[src/rtl/prefetch_queue.sv]
module prefetch_queue #(
  parameter int DEPTH = 4,
  parameter int W = 8
) (
  input  logic         clk,
  input  logic         rst_n,
  output logic         fetch_req,
  input  logic         fetch_start,
  input  logic         fetch_ack,
  input  logic [W-1:0] fetch_data,
  input  logic         pop,
  input  logic         pop_first,
  output logic         dec_valid,
  output logic [W-1:0] dec_data,
  input  logic         flush,
  output logic [1:0]   qstat
);
  localparam int AW = (DEPTH > 1) ? $clog2(DEPTH) : 1;
  localparam int CW = $clog2(DEPTH + 1);
  localparam logic [1:0] ST_IDLE = 2'b00, ST_FIRST = 2'b01, ST_FLUSH = 2'b10, ST_NEXT = 2'b11;

  logic [W-1:0]  mem [DEPTH];
  logic [AW-1:0] rd_ptr, wr_ptr;
  logic [CW-1:0] count;
  logic          inflight, drop;

  function automatic logic [AW-1:0] bump(input logic [AW-1:0] p);
    return (p == AW'(DEPTH - 1)) ? '0 : p + 1'b1;
  endfunction

  wire empty   = (count == '0);
  wire ack_ok  = fetch_ack && inflight && !drop && !flush;
  wire pop_eff = pop && dec_valid && !flush;
  wire deq     = pop_eff && !empty;
  wire enq     = ack_ok && !(empty && pop_eff);

  assign dec_valid = !empty || ack_ok;
  assign dec_data  = empty ? fetch_data : mem[rd_ptr];
  assign fetch_req = rst_n && !inflight && (count < CW'(DEPTH));

  always_ff @(posedge clk) begin
    if (enq) mem[wr_ptr] <= fetch_data;
  end

  always_ff @(posedge clk or negedge rst_n) begin
    if (!rst_n) begin
      rd_ptr   <= '0;
      wr_ptr   <= '0;
      count    <= '0;
      inflight <= 1'b0;
      drop     <= 1'b0;
      qstat    <= ST_IDLE;
    end else begin
      if (fetch_ack) inflight <= 1'b0;
      else if (fetch_start && fetch_req) inflight <= 1'b1;

      if (fetch_ack) drop <= 1'b0;
      else if (flush && inflight) drop <= 1'b1;

      if (flush) begin
        rd_ptr <= '0;
        wr_ptr <= '0;
        count  <= '0;
      end else begin
        if (enq) wr_ptr <= bump(wr_ptr);
        if (deq) rd_ptr <= bump(rd_ptr);
        count <= count + CW'(enq) - CW'(deq);
      end

      if (flush)        qstat <= ST_FLUSH;
      else if (pop_eff) qstat <= pop_first ? ST_FIRST : ST_NEXT;
      else              qstat <= ST_IDLE;
    end
  end
endmodule

[config.mk]
export PLATFORM = sky130hd
export DESIGN_NAME = prefetch_queue
export DESIGN_NICKNAME = d
export VERILOG_FILES = /design/src/rtl/prefetch_queue.sv
export SDC_FILE = /design/constraint.sdc
export NUM_CORES = 1
export LEC_CHECK = 0
export CAP_MARGIN = 20
export CORE_MARGIN = 10
export CORE_UTILIZATION = 57
export DETAILED_ROUTE_END_ITERATION = 16
export PLACE_DENSITY_LB_ADDON = 0.08
export SYNTH_ARGS = -nofsm -noshare
export SYNTH_HDL_FRONTEND = slang
export SYNTH_SLANG_ARGS = --single-unit
[constraint.sdc]
create_clock -name clk -period 4.8 [get_ports clk]
set_clock_uncertainty 0.15 [all_clocks]
set_input_delay 1.2 -clock clk [delete_from_list [all_inputs] [get_ports clk]]
set_output_delay 1.2 -clock clk [all_outputs]
set_load 0.005 [all_outputs]
Yosys cells after proc, flatten, opt, wreduce, memory -nomap -nowiden
Memory sizes are Yosys's and may differ from the RTL's.
Index checks and enable logic that the tools add are counted.
{ "classes": {"n_addsub": 4, "magnitude_cmp": 1, "n_eq_ne": 2, "n_mux": 17, "n_reduce_logical": 23} }
{ "ops": {"columns": ["op", "n"], "rows": [
  ["$mux 2", 9],
  ["$logic_and 1x1->1", 12],
  ["$mux 8", 1],
  ["$reduce_bool 2->1", 4],
  ["$mux 1", 6],
  ["$logic_not 1->1", 5],
  ["$add 2x1->2 const B", 2],
  ["$eq 2x2->1 const B", 2],
  ["$add 3x1->3", 1],
  ["$logic_not 3->1", 1],
  ["$lt 3x3->1 const B", 1],
  ["$mux 3", 1],
  ["$sub 3x1->3", 1],
  ["$logic_or 1x1->1", 1]
]} }
{ "totals": {"ff_bits": 11, "ramBits": 32, "out_inout_bits": 12, "word_cells": 54, "mem_count": 1} }
{ "memory_table": {"columns": ["name", "depth", "width", "read_ports", "rd_ports_with_merged_regs", "wr", "line_no", "source"], "rows": [
  ["mem", 4, 8, 1, 0, 1, "22", "logic [W-1:0] mem [DEPTH];"]
]} }

Depth between registers and ports, before layout
{ "depth": {"ltp_word": 12, "depth_mapped": 11} }

Worst setup path after synthesis
No wires, ideal clock.
{ "synth_timing": {"path_kind": "input to register", "from": "input flush", "to": "register count[2]", "setup_ps": 86, "t_arrival_ps": 2968, "path_slack_ps": 1596, "stages": 11, "n_path_buf": 0, "path_cell_list": "nand4bb_1 a21oi_2 inv_1 ha_1 inv_1 ha_1 inv_1 fa_1 xor2_1 and2_1 nor3_1"} }
{ "synth_via": {"elab_chain_len": 11, "word_cells_on_any_way": 12, "cone_classes": "2 x add/sub; 1 x mux; 9 x reduce/logical"} }
{ "synth_lines": {"columns": ["element", "line_no", "source"], "rows": [
  ["from (decl)", "15", "input logic flush,"],
  ["$logic_not 1->1", "32, 33", null],
  ["$logic_and 1x1->1", "32", "wire ack_ok = fetch_ack && inflight && !drop && !flush;"],
  ["$logic_or 1x1->1", "37", "assign dec_valid = !empty || ack_ok;"],
  ["$logic_and 1x1->1 (2 in a row)", "33", "wire pop_eff = pop && dec_valid && !flush;"],
  ["$logic_and 1x1->1", "35", "wire enq = ack_ok && !(empty && pop_eff);"],
  ["$logic_not 1->1", "35", null],
  ["$logic_and 1x1->1", "35", null],
  ["$add 3x1->3", "67", "count <= count + CW'(enq) - CW'(deq);"],
  ["$sub 3x1->3", "67", null],
  ["$mux 3 *", "60", "if (flush) begin"],
  ["to (signal assigned)", "67", null],
  ["to (decl)", "24", "logic [CW-1:0] count;"]
]} }
Every way passes the cells marked *; elsewhere a longest branch is shown, timed or not.
A chain may end at the register's enable or synchronous reset.

Worst setup path after layout
{ "layout_timing": {"from": "input flush", "to": "output dec_valid"} }
{ "layout_via": {"elab_chain_len": 3} }
{ "layout_lines": {"columns": ["element", "line_no", "source"], "rows": [
  ["$logic_not 1->1", "32", null],
  ["$logic_and 1x1->1", "32", null],
  ["$logic_or 1x1->1", "37", null],
  ["to (decl)", "13", "output logic dec_valid,"]
]} }
No other way between the ends.

==> results.md <==
- Post-synthesis cell type count: 26
- Setup WS pre-CTS: 0.651 ns
- Asr flop ratio synth: 25.6%
- Pwr dens: 471 nW/µm²
- Worst-Skew Late Latency: 0.35 ns
- Share of post-route cells with drive strength above 1: 20.6%
- Row cnt: 20
- Hold-fix buffers, CTS: 0
- CP Capture Type: output port
- Most instantiated cells after synthesis: edfxtp_1 (32), dfrtp_1 (11), mux2_2 (9)
- FF+latch area: 1240 µm²
- Yosys top cell by area: edfxtp_1
- Top-area cell type share of the netlist area: 51.6%
- Sequential share of the synthesized area: 66.4%
- Iter 0 DRT Violations: 95
- Most Frequent Cell on Critical Path: clkdlybuf4s50_1
- Arrival @ worst endpoint: 2.80 ns
- Clock-pin slew on the worst setup and hold paths: 0.12 ns
- GRT Total Usage: 12.7%
- Final core occ: 73.7%
- Leak: 0.000829 µW
- Post-DR vias/cell: 5.45
- Synth Register Bits: 43
- FMAX: 241 MHz
- Reported max-cap violation count: 0
- Slew of the pin with the lowest slew margin: 0.619 ns
- Initial antenna violation count: 0
- Relative slew slack: 58.7%
- Port Buffers: 26
- Area of the multi-input gates: 579 µm²
- Final Hold Fails: 0
- Count leader, synth: edfxtp_1
- Avg Inst Size Synth: 17.1 µm²
- Pin count of the biggest net entering global routing: 14
- Setup bufs post-CTS: 0
- Starting density of the core: 60.5%
- Post-route cell area: 2270 µm²
- Count of final max-slew check failures: 0
- Hold WS: 0.377 ns
- # DRC: 0
- Core area: 3080 µm²
- Post-Synthesis Cells: 109
- Die width: 77.2 µm
- Area post-placement: 2170 µm²
- RSZ-0062 raised after global routing: no
- H-tree Lvls: 2
- Most used DFF post-synth: edfxtp_1
- Net count reported at finish: 162
- Crit Path Category: input pin to output port
- Period utilization: 86.4%
- Synth top area cells: edfxtp_1 (52%), dfrtp_1 (15%), mux4_2 (9.7%)
- Vias in the first global route: 1124
- Worst vdd ir: 0.366 mV
- Min Tclk post-route: 4.15 ns
- CTS sink count: 43
- Post-Syn Area: 1860 µm²
- Antenna Nets Post-Route: 0
- Router iterations before antenna repair: 4
- Longest Clk Path Bufs: 2
- DR WL/cell: 18.5 µm
- Worst setup margin: 0.655 ns
- Fillers: 200
- First-pass GRT wire length: 5.95 mm
- Crit path largest cell delay: 0.60 ns
- Post-CTS Resized: 0
- Count of final setup violators: 0
- Final estimated routing congestion in global placement: 0.738
- Final HPWL DP: 2.47 mm
- Via count: 1009
- Post-synth EDFFs: 32
- CTS tree: yes
- Syn Nets: 131
- CP Cell Sequence: clkdlybuf4s50_1 -> nand4bb_1 -> nand2_1 -> clkdlybuf4s50_1
- Die height: 77.2 µm
- Total wire length: 3.41 mm
- CTS root buf: clkbuf_4
- Warnings, synthesis: 0
- Startpoint class of the critical path: input pin
- CP Max Fanout: 11
- Grt ovf: 0
- Die area: 5950 µm²
- WP data required: 3.45 ns
- Worst hold path type: flop to flop
- # IOs: 27
- Antenna fix cells: 0
- Num CTS Buffers: 5
- Synthesis-to-layout area growth: 21.9%
- Status: finished, final reports clean
- CP max-delay cell: clkdlybuf4s50_1
- Setup TNS: 0 ns
cell families (layout without fill, tap and decap cells):
kind of cell               after synthesis  in the layout  share of synthesized area (%)
buffers and inverters                   10             42                           2.49
muxes                                   18             18                           15.7
adders and majority gates                7              7                           5.11
DFF                                     43             43                           66.4
and+or+nand+nor                         21             21                           6.32
xor gates and xnor gates                 3              3                           1.41
AOI/OAI and AO/OA                        7              7                           2.62
path summary, 6_finish.rpt:
path	from	end	slack, ns	depth (start not counted)
setup / recovery	flush	dec_valid	0.65	4
hold / removal	drop	drop	0.38	2
setup reg to reg	count[1]	count[2]	1.93	12
hold reg to reg	drop	drop	0.38	2
max in group asynchronous	rst_n	qstat[1]	3.36	2
min in group asynchronous	rst_n	inflight	0.99	2
per-layer routing:
metal | vias to the layer above | global-route usage [%] | part of all wire (%) | wire (µm)
met5 | - | 0 | 0 | 0
met4 | 0 | 4.20 | 1.8 | 63
met3 | 6 | 4.78 | 4.1 | 140
met2 | 19 | 21.7 | 53 | 1820
met1 | 512 | 14.1 | 41 | 1390
li1 | 472 | - | - | -
worst max-delay path, delay by kind of cell:
family	cells	cell delay, ns
buf+inv	2	1.11
simple gates	2	0.48
cells in the final DEF (no fill, tap or decap):
master,instances
xor2_1,3
inv_1,6
o311ai_0,1
and2_1,5
a21oi_2,1
nor2_1,8
ha_1,6
nor2b_1,1
clkdlybuf4s50_1,26
nand4bb_1,1
nor3b_1,1
a21oi_1,3
mux4_2,8
nand2_1,1
nor3_1,1
mux2_2,9
buf_4,2
nor3_2,1
o31ai_1,1
mux2i_1,1
fa_1,1
edfxtp_1,32
clkbuf_1,1
bufinv_16,2
clkbuf_4,5
a31o_2,1
dfrtp_1,11
nand2b_1,2
state kept, by name, summed over array words and instances (netlist names):
signal	cells
mem	32
inflight	1
rd_ptr	2
wr_ptr	2
count	3
drop	1
qstat	2
layout make-up:
cell class,instances,area share [%]
inverters,6,0.992
clock buffers,6,1.82
flip-flops and latches,43,54.5
repair buffers,28,12.1
multi-input cells,56,25.5
clock inverters,2,2.65
well taps,44,2.43
power breakdown:
group	leakage [µW]	switching (µW)	internal, µW
clock	0.0000525	112	163
sequential	0.000436	41.3	420
combinational	0.000340	123	210
total	0.000829	276	792
through the flow:
stage                     cells  power [µW]
after floorplan             109         647
after global placement      177         795
after detailed placement    177         809
after CTS                   185        1080
after global routing        185        1130
final                       185        1070
No activity file was read; power rests on OpenSTA's default activity.
